==> src/rtl/uart_cts_tx_pkg.sv <==
`timescale 1ns/1ps
package uart_cts_tx_pkg;

  localparam int OSR_MAX = 16;
  localparam int CNT_W   = $clog2(2 * OSR_MAX) + 1;

  typedef enum logic [2:0] {
    S_IDLE,
    S_START,
    S_DATA,
    S_PAR,
    S_STOP
  } ser_state_t;

  // ticks in one bit period for a given oversampling select
  function automatic logic [CNT_W-1:0] ticks_per_bit(input logic [1:0] sel);
    case (sel)
      2'd1:    return CNT_W'(OSR_MAX / 2);
      2'd2:    return CNT_W'(OSR_MAX / 4);
      default: return CNT_W'(OSR_MAX);
    endcase
  endfunction

  // ticks in the stop field; the half-bit case follows the bit period
  function automatic logic [CNT_W-1:0] stop_len(input logic [1:0] osr_sel,
                                                input logic [1:0] stop_sel);
    logic [CNT_W-1:0] n;
    n = ticks_per_bit(osr_sel);
    case (stop_sel)
      2'd0:    return n;
      2'd1:    return n + (n >> 1);
      default: return n << 1;
    endcase
  endfunction

endpackage

==> src/rtl/uart_cts_tx_fifo.sv <==
`timescale 1ns/1ps
module uart_cts_tx_fifo #(
  parameter int DEPTH  = 32,
  parameter int DATA_W = 8,
  localparam int AW    = $clog2(DEPTH),
  localparam int LVL_W = $clog2(DEPTH + 1)
) (
  input  logic              clk,
  input  logic              rst,
  input  logic              wr_en,
  input  logic [DATA_W-1:0] wr_data,
  input  logic              pop,
  output logic [DATA_W-1:0] rd_data,
  output logic [LVL_W-1:0]  level,
  output logic              empty,
  output logic              overflow
);

  logic [DATA_W-1:0] mem [DEPTH];
  logic [AW-1:0]     wr_ptr, rd_ptr;
  logic              full, wr_ok, rd_ok;

  function automatic logic [AW-1:0] ptr_next(input logic [AW-1:0] p);
    return (p == AW'(DEPTH - 1)) ? '0 : p + 1'b1;
  endfunction

  assign full  = (level == LVL_W'(DEPTH));
  assign empty = (level == '0);
  assign wr_ok = wr_en && !full;
  assign rd_ok = pop && !empty;

  // storage without reset so it maps onto block RAM
  always_ff @(posedge clk) begin
    if (wr_ok) mem[wr_ptr] <= wr_data;
    if (rd_ok) rd_data <= mem[rd_ptr];
  end

  always_ff @(posedge clk) begin
    if (rst) begin
      wr_ptr   <= '0;
      rd_ptr   <= '0;
      level    <= '0;
      overflow <= 1'b0;
    end else begin
      if (wr_ok) wr_ptr <= ptr_next(wr_ptr);
      if (rd_ok) rd_ptr <= ptr_next(rd_ptr);
      if (wr_en && full) overflow <= 1'b1;
      case ({wr_ok, rd_ok})
        2'b10:   level <= level + LVL_W'(1);
        2'b01:   level <= level - LVL_W'(1);
        default: level <= level;
      endcase
    end
  end

  assert_level_max_R7: assert property (@(posedge clk) disable iff (rst)
    level <= LVL_W'(DEPTH));

  assert_ovf_sticky_R8: assert property (@(posedge clk) disable iff (rst)
    overflow |=> overflow);

  assert_full_drop_R8: assert property (@(posedge clk) disable iff (rst)
    (wr_en && full && !pop) |=> (level == LVL_W'(DEPTH)) && overflow);

endmodule

==> src/rtl/uart_cts_tx_ser.sv <==
`timescale 1ns/1ps
module uart_cts_tx_ser
  import uart_cts_tx_pkg::*;
#(
  parameter int DATA_W = 8,
  localparam int IDX_W = $clog2(DATA_W)
) (
  input  logic              clk,
  input  logic              rst,
  input  logic              tick,
  input  logic [1:0]        cfg_data_len,
  input  logic              cfg_parity_en,
  input  logic              cfg_parity_odd,
  input  logic [1:0]        cfg_stop,
  input  logic [1:0]        cfg_osr,
  input  logic              cfg_afc_en,
  input  logic              cts_n,
  input  logic              fifo_empty,
  input  logic [DATA_W-1:0] rd_data,
  output logic              pop,
  output logic              tx
);

  ser_state_t        state;
  logic [CNT_W-1:0]  cnt;
  logic [CNT_W-1:0]  bit_last, stop_last;
  logic [IDX_W-1:0]  bit_idx, idx_last;
  logic [DATA_W-1:0] shreg, mask;
  logic              par_bit, load_pend, can_start, bit_end, stop_end;

  assign bit_last  = ticks_per_bit(cfg_osr) - CNT_W'(1);
  assign stop_last = stop_len(cfg_osr, cfg_stop) - CNT_W'(1);
  assign idx_last  = IDX_W'(DATA_W - 4) + IDX_W'(cfg_data_len);
  assign bit_end   = (cnt == bit_last);
  assign stop_end  = (cnt == stop_last);
  assign can_start = !fifo_empty && (!cfg_afc_en || !cts_n);
  assign pop       = tick && can_start &&
                     ((state == S_IDLE) || ((state == S_STOP) && stop_end));

  always_comb begin
    for (int i = 0; i < DATA_W; i++)
      mask[i] = (i <= int'(idx_last));
  end

  always_ff @(posedge clk) begin
    if (rst) begin
      state     <= S_IDLE;
      tx        <= 1'b1;
      cnt       <= '0;
      bit_idx   <= '0;
      shreg     <= '0;
      par_bit   <= 1'b0;
      load_pend <= 1'b0;
    end else begin
      load_pend <= 1'b0;
      if (load_pend) begin
        shreg   <= rd_data & mask;
        par_bit <= (^(rd_data & mask)) ^ cfg_parity_odd;
      end
      if (tick) begin
        case (state)
          S_IDLE: begin
            if (can_start) begin
              state     <= S_START;
              tx        <= 1'b0;
              cnt       <= '0;
              load_pend <= 1'b1;
            end
          end
          S_START: begin
            if (bit_end) begin
              state   <= S_DATA;
              tx      <= shreg[0];
              cnt     <= '0;
              bit_idx <= '0;
            end else cnt <= cnt + CNT_W'(1);
          end
          S_DATA: begin
            if (bit_end) begin
              cnt <= '0;
              if (bit_idx == idx_last) begin
                state <= cfg_parity_en ? S_PAR : S_STOP;
                tx    <= cfg_parity_en ? par_bit : 1'b1;
              end else begin
                bit_idx <= bit_idx + IDX_W'(1);
                shreg   <= shreg >> 1;
                tx      <= shreg[1];
              end
            end else cnt <= cnt + CNT_W'(1);
          end
          S_PAR: begin
            if (bit_end) begin
              state <= S_STOP;
              tx    <= 1'b1;
              cnt   <= '0;
            end else cnt <= cnt + CNT_W'(1);
          end
          S_STOP: begin
            if (stop_end) begin
              cnt <= '0;
              if (can_start) begin
                state     <= S_START;
                tx        <= 1'b0;
                load_pend <= 1'b1;
              end else state <= S_IDLE;
            end else cnt <= cnt + CNT_W'(1);
          end
          default: state <= S_IDLE;
        endcase
      end
    end
  end

  assert_tick_only_R5: assert property (@(posedge clk) disable iff (rst)
    !tick |=> $stable(tx));

  assert_cts_hold_R9: assert property (@(posedge clk) disable iff (rst)
    (state == S_IDLE && cfg_afc_en && cts_n) |=> (state == S_IDLE));

  assert_pop_nonempty_R7: assert property (@(posedge clk) disable iff (rst)
    pop |-> !fifo_empty);

  assert_start_low_R2: assert property (@(posedge clk) disable iff (rst)
    (state == S_START) |-> !tx);

  assert_stop_high_R6: assert property (@(posedge clk) disable iff (rst)
    (state == S_STOP || state == S_IDLE) |-> tx);

endmodule

==> src/rtl/uart_cts_tx.sv <==
`timescale 1ns/1ps
module uart_cts_tx #(
  parameter int DEPTH  = 32,
  parameter int DATA_W = 8,
  localparam int LVL_W = $clog2(DEPTH + 1)
) (
  input  logic              clk,
  input  logic              rst,
  input  logic              wr_en,
  input  logic [DATA_W-1:0] wr_data,
  input  logic [1:0]        cfg_data_len,
  input  logic              cfg_parity_en,
  input  logic              cfg_parity_odd,
  input  logic [1:0]        cfg_stop,
  input  logic [1:0]        cfg_osr,
  input  logic              cfg_afc_en,
  input  logic              tick,
  input  logic              cts_n,
  output logic              tx,
  output logic [LVL_W-1:0]  fifo_level,
  output logic              fifo_empty,
  output logic              overflow
);

  logic              pop;
  logic [DATA_W-1:0] rd_data;

  uart_cts_tx_fifo #(.DEPTH(DEPTH), .DATA_W(DATA_W)) u_fifo (
    .clk      (clk),
    .rst      (rst),
    .wr_en    (wr_en),
    .wr_data  (wr_data),
    .pop      (pop),
    .rd_data  (rd_data),
    .level    (fifo_level),
    .empty    (fifo_empty),
    .overflow (overflow)
  );

  uart_cts_tx_ser #(.DATA_W(DATA_W)) u_ser (
    .clk            (clk),
    .rst            (rst),
    .tick           (tick),
    .cfg_data_len   (cfg_data_len),
    .cfg_parity_en  (cfg_parity_en),
    .cfg_parity_odd (cfg_parity_odd),
    .cfg_stop       (cfg_stop),
    .cfg_osr        (cfg_osr),
    .cfg_afc_en     (cfg_afc_en),
    .cts_n          (cts_n),
    .fifo_empty     (fifo_empty),
    .rd_data        (rd_data),
    .pop            (pop),
    .tx             (tx)
  );

endmodule

==> config.mk <==
export PLATFORM = sky130hd
export DESIGN_NAME = uart_cts_tx
export DESIGN_NICKNAME = d
export VERILOG_FILES = /design/src/rtl/uart_cts_tx_pkg.sv /design/src/rtl/uart_cts_tx_fifo.sv /design/src/rtl/uart_cts_tx_ser.sv /design/src/rtl/uart_cts_tx.sv
export SDC_FILE = /design/constraint.sdc
export NUM_CORES = 1
export LEC_CHECK = 0
export BUFFER_PORTS_ARGS = -buffer_cell sky130_fd_sc_hd__buf_4
export CAP_MARGIN = 25
export CELL_PAD_IN_SITES_DETAIL_PLACEMENT = 1
export CELL_PAD_IN_SITES_GLOBAL_PLACEMENT = 1
export CORE_AREA = 2 2 186 133
export CTS_BUF_LIST = sky130_fd_sc_hd__clkbuf_2 sky130_fd_sc_hd__clkbuf_4 sky130_fd_sc_hd__clkbuf_8
export CTS_CLUSTER_SIZE = 10
export DETAILED_ROUTE_END_ITERATION = 10
export DIE_AREA = 0 0 188 135
export GPL_ROUTABILITY_DRIVEN = 0
export PLACE_DENSITY = 0.9
export SYNTH_ARGS = -nofsm -noshare
export SYNTH_HDL_FRONTEND = slang
export SYNTH_SLANG_ARGS = --single-unit
export TNS_END_PERCENT = 5
==> constraint.sdc <==
create_clock -name clk -period 9.29 [get_ports clk]
set_input_delay 0.4645 -clock clk [delete_from_list [all_inputs] [get_ports clk]]
set_output_delay 0.4645 -clock clk [all_outputs]
set_load 0.01 [all_outputs]
* Word-level counts from Yosys, hierarchy flattened *
Memories as Yosys holds them, arrays and structs flattened. A register that Yosys moved wholly into a read port is not among the register bits.
Cells that the tools add are included.

storage, ports and cells
  output and inout port bits = 9
  RAM bits = 256
  input bits = 22
  memories kept = 1
  latch bits = 0
  bits in read-only memories = 0
  register bits after elaboration = 40
  logic and storage cells = 121

memories
  memory      depth  width  read ports  clocked after memory_dff  wr ports  line                    RTL
  u_fifo.mem  32     8      1           1                         1         uart_cts_tx_fifo.sv:19  logic [DATA_W-1:0] mem [DEPTH];

operators by class
  equal/unequal tests = 22
  order comparisons = 7
  divide/modulo/power cells = 0
  bitwise gates (word level) = 3
  reduce and logical (&&, ||, !) cells = 27
  $mul = 0
  muxes and demuxes = 40
  shift operators = 0
  $add $sub $neg = 10

operator list
  operator               number
  $mux W8                5
  $mux W3                10
  $pmux W6 S2            2
  $mux W6                3
  $pmux W6 S3            1
  $pmux W3 S5            1
  $add A6 B1 Y6 const B  2
  $eq A6 B6 Y1           2
  $le A3 B3 Y1 const A   4
  $mux W1                12
  $ne A2 B1 Y1 const B   6
  $sub A6 B1 Y6 const B  2
  $add A5 B1 Y5 const B  2
  $eq A5 B5 Y1 const B   2
  $mux W5                2
  $pmux W5 S2            1
  $and A8 B8 Y8          1
  $reduce_xor A8 Y1      1
  $logic_and A1 B1 Y1    7
  $reduce_and A7 Y1      1
  $add A5 B4 Y6          1
  $eq A2 B1 Y1 const B   3
  $eq A3 B2 Y1 const B   2
  $eq A6 B6 Y1 const B   1
  other kinds (28)       35

* Logic depth before layout (Yosys ltp) *
Gate-level depths: netlist of the first run.

  word-level depth = 12
  gate-level depth with buffers = 19
  gate-level depth less buffers = 18

* Hierarchy *
Synthesis of the first run repeated with hierarchy kept, for this count alone.

second synthesis, totals
  cell total of the unflattened synthesis = 861
  area total of the unflattened synthesis = 13005.0 um2

modules (own cells, without submodules)
  module            cells an instance  area an instance (um2)  sequential area each (um2)  instances
  uart_cts_tx_fifo  644                11293.3                 8267.9                      1
  uart_cts_tx_ser   217                1711.6                  460.4                       1

* Worst setup path before layout of the first run *
Ideal clock, no wire load.

  path type = input to register
  from = in cfg_osr[0]
  to = reg u_fifo.level[5]
  cell stages on the path = 19
  slack = 5.116 ns
  data required time = 9.162 ns
  buffers on the path = 1
  library setup time = 0.128 ns
  arrival time = 4.047 ns
  path through = inv_1 -> ha_1 -> buf_2 -> o21ba_1 -> nand2_1 -> ha_1 -> nor4bb_1 -> a31oi_1 -> xnor2_1 -> a41oi_2 -> nor2_2 -> ha_1 -> ha_1 -> a21o_1 -> a21o_1 -> a211o_1 -> o311ai_0 -> xnor2_1 -> nor2_1

on the way
  cells in the longest elaborated chain, start to end = 12
  elaborated cells between the ends (all ways) = 15
  those cells by class = add/sub: 2; eq/ne: 5; mux: 3; reduce/logical: 5

ends and longest elaborated chain
  element                                            line                    RTL
  start, declared                                    uart_cts_tx.sv:15       input logic [1:0] cfg_osr,
  $eq A2 B2 Y1 or $eq A2 B1 Y1 (tied branches)       uart_cts_tx_pkg.sv:17   case (sel)
  $pmux W5 S2 (*)                                    uart_cts_tx_pkg.sv:17
  $add A5 B4 Y6                                      uart_cts_tx_pkg.sv:31   2'd1: return n + (n >> 1);
  $pmux W6 S2 (*)                                    uart_cts_tx_pkg.sv:29   case (stop_sel)
  $sub A6 B1 Y6 (*)                                  uart_cts_tx_ser.sv:32   assign stop_last = stop_len(cfg_osr, cfg_stop) - CNT_W'(1);
  $eq A6 B6 Y1 (*)                                   uart_cts_tx_ser.sv:35   assign stop_end = (cnt == stop_last);
  $logic_and A1 B1 Y1 (*)                            uart_cts_tx_ser.sv:38   ((state == S_IDLE) || ((state == S_STOP) && stop_end));
  $logic_or A1 B1 Y1 (*)                             uart_cts_tx_ser.sv:38
  $logic_and A1 B1 Y1 (*)                            uart_cts_tx_ser.sv:37   assign pop = tick && can_start &&
  $logic_and A1 B1 Y1 (*)                            uart_cts_tx_fifo.sv:30  assign rd_ok = pop && !empty;
  named net u_fifo.rd_ok                             uart_cts_tx_fifo.sv:21  logic full, wr_ok, rd_ok;
  $eq A2 B1 Y1 or $eq A2 B2 Y1 (tied branches)       uart_cts_tx_fifo.sv:48  case ({wr_ok, rd_ok})
  $pmux W6 S2 or $reduce_bool A2 Y1 (tied branches)  n/a
  end signal, assigned                               uart_cts_tx_fifo.sv:49  2'b10: level <= level + LVL_W'(1);
  end signal, assigned                               uart_cts_tx_fifo.sv:50  2'b01: level <= level - LVL_W'(1);
  end signal, assigned                               uart_cts_tx_fifo.sv:51  default: level <= level;
  end, declared                                      uart_cts_tx_fifo.sv:14  output logic [LVL_W-1:0] level,

Mark *: on every way through the listed nets, which the timed path passes. The rest lies on a longest branch.
A chain may end at the register's enable or synchronous reset.

* Final worst setup path of the first run *
Same ends and word-level chain as after synthesis.

==> impl_results.md, run 1 <==
- Root buffer cell: clkbuf_8
- Cell with the most instances after synthesis: edfxtp_1
- Sink Count: 304
- Core Area: 23,500 um2
- Prevailing post-synth register cell: edfxtp_1
- Final Util: 60.5%
- First-pass GRT wire length: 48,100 um
- Crit end category: register
- Synth Warn #: 0
- Max Cap Viol: 0
- Final period util: 47.6%
- Power Dens Cells: 251 nW/um2
- GRT Resource Usage Total: 25.6%
- ANT cells: 0
- Post-Layout Inst Area: 14,200 um2
- Clk buf depth: 3
- Cells on worst reg2reg path: 12
- Post-route non-filler standard cell count: 1,142
- Area post-placement: 13,300 um2
- Fin. max-slew vios: 0
- Largest net degree at the start of global routing: 69
- Post-Syn Area: 12,800 um2
- Clk pwr share: 31.6%
- Sw Ratio: 28.9%
- Tmin final: 4420 ps
- Maximum vdd ir drop: 0.133 mV
- Post-route setup TNS: 0 ps
- Ranking of synthesized cells by area: edfxtp_1, mux4_2, dfxtp_1
- CTS clk-pin slew, worst paths: 60 ps
- Setup crit start kind: input pin
- R2R Setup Slk: 5340 ps
- Starting density of the core: 54.6%
- Hold Path Cell Cnt: 3
- Worst R2R End: u_fifo.level[5]
- Routed wire length: 31,600 um
- Via density: 6.41
- Worst Hold Class: input pin to register
- Synth Register Bits: 304
- Critical-path maximum fanout: 14
- DR DRC count: 0
- Number of DRC markers in iteration 0: 747
- Max Fclk: 226 MHz
- Nets: 829
- Worst hold endpoint: u_fifo.overflow
- Die area: 25,400 um2
- Pint: 2.53 mW
- Status: finished, final reports clean
- DR pass1 iterations: 5
- Psw: 1.03 mW
- Worst-margin pin slew: 1080 ps
- Post-synthesis cell count: 750
- P&R area growth vs syn: 10.8%
- Final setup viols: 0
- Post-route ant nets: 0
- Share of cells above drive strength 1: 25.1%
- Postcts setup bufs: 0
- Worst EP arrival: 4850 ps
- Vias in the first global route: 7,581
- Worst Hold Launch: wr_en
- # port buffers: 30
- Final Hold Viols: 0
- FF-to-FF Start: u_fifo.level[1]
- Worst slack, placed: 4330 ps
- FFs w/ async S/R, synth: 0%
- Combinational group share of total power: 22.4%
- Netlist cell types: 61
- Post-cts resize count: 0
- Clk_skew: 28.6 ps
- Syn_nets: 790
- Placed insts: 1,059
- Sequential cell fraction of total power: 46.0%
- Initial antenna violation count: 0
- Setup Crit Path Kind: input pin to register
- Routed via count: 7,322
- Num CTS Buffers: 46
- H-tree depth: 2
- Synth cell count leaders: edfxtp_1, mux4_2, nor2_1, dfxtp_1, nand2_1
- Pwr Total: 3.56 mW
- Share of the synthesized area in the top cell type: 61.9%
- RSZ-0062 raised after global routing: false
- Post-synthesis sequential area ratio: 68.1%
- Cell accounting for the most synthesized area: edfxtp_1
- Die height: 135 um
- CTS tree: yes
- IO Count: 31
- GRT overflow: 0
- Post-DP HPWL: 20,000 um
- Worst-skew pair later-pin latency: 580 ps
- Final WS setup: 4870 ps
- EDFF count, synth: 264
- CP required: 9720 ps
- Slew headroom: 28.0%
- Avg WL per Cell: 27.6 um
- Leak pwr: 4.54 nW
- CTS Hold Bufs: 0
- Fin Hold WS: 228 ps
- Mean Syn Cell Area: 17.1 um2
- Die X: 188 um
- Cell Rows: 47
==> metal layers <==
layer,GRT usage [%],vias up,part of all wire (%)
met5,0,-,0
met4,7.66,0,2.8
met3,4.47,80,7.7
met2,41.8,351,48
met1,35.9,3830,41
li1,-,3061,-
==> critical path: stages <==
cell and delay [ps]:
buf_4 80, inv_1 30, ha_1 440, nand2_1 90, nand2_1 80, ha_1 200
nor4bb_1 290, a31oi_1 90, xnor2_1 350, a41oi_2 230, nor2_2 620, ha_1 490
ha_1 310, a21o_1 190, a21o_1 210, a211o_1 300, o311ai_0 140, xnor2_1 180
nor2_1 50
==> final cells by class <==
| class | instances | area, um2 |
|---|---|---|
| Fill cell | 2103 | 9270 |
| Sequential cell | 304 | 8730 |
| Multi-Input combinational cell | 392 | 3840 |
| Clock buffer | 66 | 790 |
| Tap cell | 318 | 398 |
| Timing Repair Buffer | 33 | 248 |
| Clock inverter | 17 | 141 |
| Inverter | 12 | 45.0 |
==> placed cells by master, fill, tap and decap left out, types with 4 or more instances in the layout <==
master / n
nor3_1: 5
inv_1: 11
xor2_1: 7
edfxtp_1: 264
xnor2_1: 16
buf_4: 33
mux4_2: 80
mux2_2: 10
nand4_1: 4
clkinv_2: 4
nor2b_1: 6
nand2_1: 35
and3_1: 8
a21oi_1: 25
nand3_1: 11
o211ai_1: 4
clkinv_1: 10
clkbuf_4: 19
dfxtp_1: 38
a21o_1: 4
nor2_1: 66
nor3b_1: 5
clkbuf_8: 47
a211oi_1: 6
mux2i_1: 8
nand3b_1: 4
nand2b_1: 7
ha_1: 17
o21ai_0: 10
a31oi_1: 4
==> how the worst max path moves through the flow <==
stage,endpoint,slack [ps],startpoint,depth (start not counted)
2_1_floorplan,u_fifo.level[5],5120,cfg_osr[0],19
3_3_place_gp,u_fifo.level[5],4710,cfg_osr[0],19
3_5_place_dp,u_fifo.level[5],4330,cfg_osr[0],19
4_1_cts,u_fifo.level[5],4900,cfg_osr[0],19
5_1_grt,u_fifo.level[5],4550,cfg_osr[0],19
6_report,u_fifo.level[5],4870,cfg_osr[0],19
==> power by group through the flow <==
stage / registers (mW) / clock network [mW] / logic, mW
after detailed placement: 1.67 / 0 / 0.785
final: 1.64 / 1.13 / 0.797
after CTS: 1.64 / 1.14 / 0.795
after global placement: 1.66 / 0 / 0.738
after floorplan: 1.61 / 0 / 0.598
after global routing: 1.65 / 1.19 / 0.848
==> sequential cells by signal (all words and copies together) (netlist names) <==
name             cells
u_ser.load_pend      1
u_ser.shreg          8
u_fifo.overflow      1
u_ser.state          3
u_fifo.rd_data       8
u_ser.cnt            6
u_ser.tx             1
u_fifo.wr_ptr        5
u_ser.par_bit        1
u_ser.bit_idx        3
u_fifo.mem         256
u_fifo.rd_ptr        5
u_fifo.level         6
==> logic make-up (layout without fill, tap and decap cells) <==
group | Yosys count | count (layout) | synth area share [%]
muxes | 100 | 100 | 15.8
adders and majority gates | 18 | 18 | 1.82
AOI/OAI and AO/OA | 81 | 81 | 4.40
buffers and inverters | 54 | 128 | 1.88
xor gates and xnor gates | 23 | 23 | 1.57
DFF | 304 | 304 | 68.1
and+or+nand+nor | 170 | 170 | 6.44
Note: power is estimated with default switching activity, not from simulation.
==> inputs of run 2 (changes only) <==
- CORE_AREA: 2 2 186 133 -> 2 2 193 138
- DIE_AREA: 0 0 188 135 -> 0 0 195 140
- PLACE_DENSITY: 0.9 -> 0.88
- clock period: 9.29 -> 4 ns (I/O delays scaled with it)
==> impl_results.md, run 2 (synthesized netlist as in run 1, its figures left out) <==
- Status: finished, final reports clean
- Num CTS Buffers: 47
- Routed wire length: 30,400 um
- Worst path slowest cell: ha_1
- CTS Hold Bufs: 3
- Clk pwr share: 32.4%
- Die X: 195 um
- CTS tree: yes
- Via density: 6.13
- Nets: 837
- Maximum vdd ir drop: 0.426 mV
- Root buffer cell: clkbuf_8
- Die area: 27,300 um2
- Max reg flops: 256
- Final period util: 93.3%
- Leak pwr: 4.60 nW
- CP required: 4470 ps
- Worst-skew pair later-pin latency: 590 ps
- Psw: 2.41 mW
- Worst slack, placed: -301 ps
- Crit end category: register
- # port buffers: 30
- CTS clk-pin slew, worst paths: 70 ps
- Sw Ratio: 28.7%
- Post-DP HPWL: 19,400 um
- Max incr delay on CP: 450 ps
- GRT Resource Usage Total: 23.1%
- GRT overflow: 0
- Largest Register: u_fifo.mem
- Worst EP arrival: 4200 ps
- Max Fclk: 268 MHz
- Largest net degree at the start of global routing: 42
- Worst Hold Class: input pin to register
- Tmin final: 3730 ps
- Worst-margin pin slew: 979 ps
- Starting density of the core: 50.5%
- Initial antenna violation count: 2
- Fin. max-slew vios: 0
- Crit path top cell by count: ha_1
- Slew headroom: 34.5%
- Setup Crit Path Kind: input pin to register
- Final Hold Viols: 0
- H-tree depth: 2
- RSZ-0062 raised after global routing: false
- Clk buf depth: 3
- Final Util: 56.5%
- Post-route ant nets: 0
- Pint: 5.98 mW
- First-pass GRT wire length: 46,700 um
- Final setup viols: 0
- Die height: 140 um
- Fin Hold WS: 28.8 ps
- Power Dens Cells: 585 nW/um2
- Critical path cell sequence: buf_4 -> inv_1 -> ha_1 -> nand2_1 -> nand2_1 -> ha_1 -> nor4bb_1 -> a31oi_1 -> xnor2_1 -> a41oi_2 -> nor2_2 -> ha_1 -> ha_1 -> a21o_1 -> a21o_1 -> a211o_1 -> o311ai_0 -> xnor2_1 -> nor2_1
- Sink Count: 304
- Post-route non-filler standard cell count: 1,166
- Cell Rows: 49
- Max Cap Viol: 0
- IO Count: 31
- Most frequent cells in the layout: edfxtp_1, mux4_2, nor2_1
- Final WS setup: 269 ps
- Post-cts resize count: 0
- Postcts setup bufs: 0
- Setup crit start kind: input pin
- Share of cells above drive strength 1: 25.1%
- DR DRC count: 0
- Top flop regs: u_fifo.mem x256, u_fifo.rd_data x8, u_ser.shreg x8
- ANT cells: 0
- Avg WL per Cell: 26.1 um
- Critical-path maximum fanout: 9
- Number of DRC markers in iteration 0: 700
- Sequential cell fraction of total power: 45.7%
- P&R area growth vs syn: 12.0%
- Commonest non-fill, non-tap cell in the layout: edfxtp_1
- Core Area: 25,400 um2
- Placed insts: 1,076
- Vias in the first global route: 7,456
- Combinational group share of total power: 21.9%
- Clk_skew: 35.4 ps
- DR pass1 iterations: 6
- Routed via count: 7,145
-- run 2: cell count changes in the layout (fill, tap and decap cells not counted) --
cell / delta
buf_4: +2
clkbuf_4: -7
inv_12: -1
clkinv_1: +5
clkinv_8: +1
clkinv_2: +2
buf_12: +2
dlygate4sd3_1: +3
clkbuf_8: +3
bufinv_16: +1
-- run 2: power groups by stage --
stage | clock [mW] | combinational, mW | sequential (mW)
after detailed placement | 0 | 1.81 | 3.90
after global routing | 2.87 | 1.96 | 3.87
after floorplan | 0 | 1.39 | 3.74
after global placement | 0 | 1.74 | 3.89
after CTS | 2.75 | 1.84 | 3.84
final | 2.72 | 1.84 | 3.83
-- run 2: final timing paths --
check	cells after the start	slack, ps	to	start
max reg2reg	12	280	u_fifo.level[5]	u_fifo.level[1]
min reg2reg	2	500	u_fifo.overflow	u_fifo.overflow
min	2	30	u_fifo.level[1]	rst
max	19	270	u_fifo.level[5]	cfg_osr[0]
-- run 2: per-layer routing --
layer	global-route usage [%]	vias to the layer above	share of wire, %
li1	-	3090	-
met1	33.5	3682	44
met2	35.8	311	46
met3	4.24	58	7.5
met4	7.23	4	2.4
met5	1.59	-	0.23
-- run 2: layout make-up --
| type | count | area [um2] |
|---|---|---|
| fill | 2325 | 11000 |
| multi-input combinational | 392 | 3840 |
| timing repair buffer | 40 | 333 |
| inverter | 12 | 45.0 |
| sequential | 304 | 8730 |
| tap | 331 | 414 |
| clock buffer | 62 | 778 |
| clock inverter | 25 | 200 |
-- run 2: stage by stage --
stage	power (mW)	cell area (um2)	TNS, ps
finish	8.39	14300	0
global route	8.70	14300	0
CTS	8.43	14300	0
detailed placement	5.71	13300	-374
global placement	5.63	13300	0
floorplan	5.13	12800	0
-- run 2: worst max-delay path, delay by kind of cell --
family                   cells  cell delay, ps
AO/OA/AOI/OAI                6            1210
XOR/XNOR                     2             520
adder cells (fa/ha/maj)      4            1430
buffers and inverters        2             130
AND/OR/NAND/NOR              5             740
==> inputs of run 3 (changes only) <==
- CORE_AREA: 2 2 193 138 -> 2 2 197 141
- CTS_BUF_LIST: sky130_fd_sc_hd__clkbuf_2 sky130_fd_sc_hd__clkbuf_4 sky130_fd_sc_hd__clkbuf_8 -> not set
- DIE_AREA: 0 0 195 140 -> 0 0 199 143
- PLACE_DENSITY: 0.88 -> 0.85
==> impl_results.md, run 3 (synthesized netlist as in run 1, its figures left out) <==
- Commonest non-fill, non-tap cell in the layout: edfxtp_1
- Max reg flops: 256
- Largest net degree at the start of global routing: 51
- GRT Resource Usage Total: 22.9%
- Clk buf depth: 3
- # port buffers: 30
- Avg WL per Cell: 26.5 um
- Final setup viols: 0
- Setup crit start kind: register
- First-pass GRT wire length: 47,200 um
- Worst-margin pin slew: 956 ps
- P&R area growth vs syn: 12.7%
- Leak pwr: 4.58 nW
- Clk_skew: 12.3 ps
- Number of DRC markers in iteration 0: 639
- Status: finished, final reports clean
- Post-Layout Inst Area: 14,400 um2
- IO Count: 31
- RSZ-0062 raised after global routing: false
- Placed insts: 1,111
- Fin. max-slew vios: 0
- Share of cells above drive strength 1: 22.3%
- Num CTS Buffers: 36
- Die area: 28,500 um2
- Starting density of the core: 48.4%
- Vias in the first global route: 7,455
- ANT cells: 0
- Worst-skew pair later-pin latency: 530 ps
- Final period util: 92.1%
- Worst EP arrival: 4080 ps
- Fill cells: 2,388
- Area post-placement: 13,400 um2
- DR DRC count: 0
- Via density: 6.08
- Critical-path maximum fanout: 9
- Worst slack, placed: -154 ps
- Die X: 199 um
- Final Util: 54.5%
- Max Cap Viol: 0
- Setup Crit Path Kind: register to register
- FF-to-FF Start: u_fifo.level[1]
- Root buffer cell: clkbuf_16
- Post-DP HPWL: 19,900 um
- CP startpoint: u_fifo.level[1]
- Routed wire length: 31,000 um
- Cell Rows: 50
- Crit end category: register
- Post-route non-filler standard cell count: 1,167
- Max incr delay on CP: 590 ps
- Final WS setup: 316 ps
- Routed via count: 7,097
- Critical path cell sequence: or4_1 -> o31a_1 -> nand3_1 -> nor2_2 -> ha_1 -> ha_1 -> a21o_1 -> a21o_1 -> a21oi_1 -> o311ai_0 -> xnor2_1 -> nor2_1
- Final Hold Viols: 0
- Worst hold endpoint: u_ser.cnt[1]
- Die height: 143 um
- Most frequent cells in the layout: edfxtp_1, mux4_2, nor2_1
- Worst Hold Launch: tick
- Hold Path Cell Cnt: 3
- Slew headroom: 36.1%
- Worst path slowest cell: or4_1
- Post-route ant nets: 0
- H-tree depth: 2
- Sink Count: 304
- Core Area: 26,500 um2
- CP required: 4400 ps
- Worst Hold Class: input pin to register
- Maximum vdd ir drop: 0.398 mV
- Max Fclk: 271 MHz
- Nets: 827
- Power Dens Cells: 600 nW/um2
- Initial antenna violation count: 0
- Worst R2R End: u_fifo.level[5]
- Pwr Total: 8.66 mW
- Post-cts resize count: 0
- CTS tree: yes
- Postcts setup bufs: 0
- Tmin final: 3680 ps
- Top flop regs: u_fifo.mem x256, u_fifo.rd_data x8, u_ser.shreg x8
- R2R Setup Slk: 320 ps
- DR pass1 iterations: 4
- CTS clk-pin slew, worst paths: 60 ps
- Largest Register: u_fifo.mem
- GRT overflow: 0
- Cells on worst reg2reg path: 12
run 3: changes by cell type in the layout (fill, tap and decap cells not counted), sizes merged:
cell / previous run / this run
clkinv: 22 / 3
clkbuf: 62 / 50
buf: 37 / 40
bufinv: 3 / 0
dlygate4sd3: 3 / 1
inv: 12 / 13
run 3: how the worst max path moves through the flow:
| stage | endpoint | slack [ps] |
|---|---|---|
| finish | u_fifo.level[5] | 320 |
| global route | u_fifo.level[5] | 130 |
| global placement | u_fifo.level[5] | 170 |
| detailed placement | u_fifo.level[5] | -150 |
| CTS | u_fifo.level[5] | 380 |
| floorplan | u_fifo.level[5] | 90 |
run 3: through the flow:
step | hold WS [ps] | setup TNS (ps)
4_1_cts | 0.360 | 0
5_1_grt | 32.9 | 0
3_5_place_dp | 478 | -154
3_3_place_gp | 478 | 0
6_report | 20.4 | 0
2_1_floorplan | 299 | 0
run 3: final cells by class:
cell class	count	area [um2]	area share, %
clock inverter	4	47.5	0.329
tap	364	455	3.16
sequential	304	8730	60.5
clock buffer	50	975	6.75
timing repair buffer	41	335	2.32
inverter	12	45.0	0.312
multi-input combinational	392	3840	26.6
run 3: power by group:
part | internal [mW] | total, mW | switching (mW)
logic | 0.929 | 1.89 | 0.963
clock network | 1.70 | 2.93 | 1.24
registers | 3.60 | 3.83 | 0.233
total | 6.23 | 8.66 | 2.43
run 3: per-layer routing:
layer	up-vias	track usage, %	wire [um]
met1	3741	32.4	13300
met4	0	6.60	671
li1	3054	-	-
met3	65	4.27	1940
met5	-	0	0
met2	237	36.5	15000
run 3: critical path: cells and delay by family (launching register included):
family          cells  cell delay (ps)
compound gates      5             1260
simple gates        4             1020
fa+ha+maj           2              670
flops               1              390
xor+xnor            1              200
run 3: timing repair:
| action | in CTS | in global routing |
|---|---|---|
| hold buffers | 1 | 0 |
| endpoints found under the hold margin | 1 | 0 |
| setup endpoints to repair | 0 | 0 |
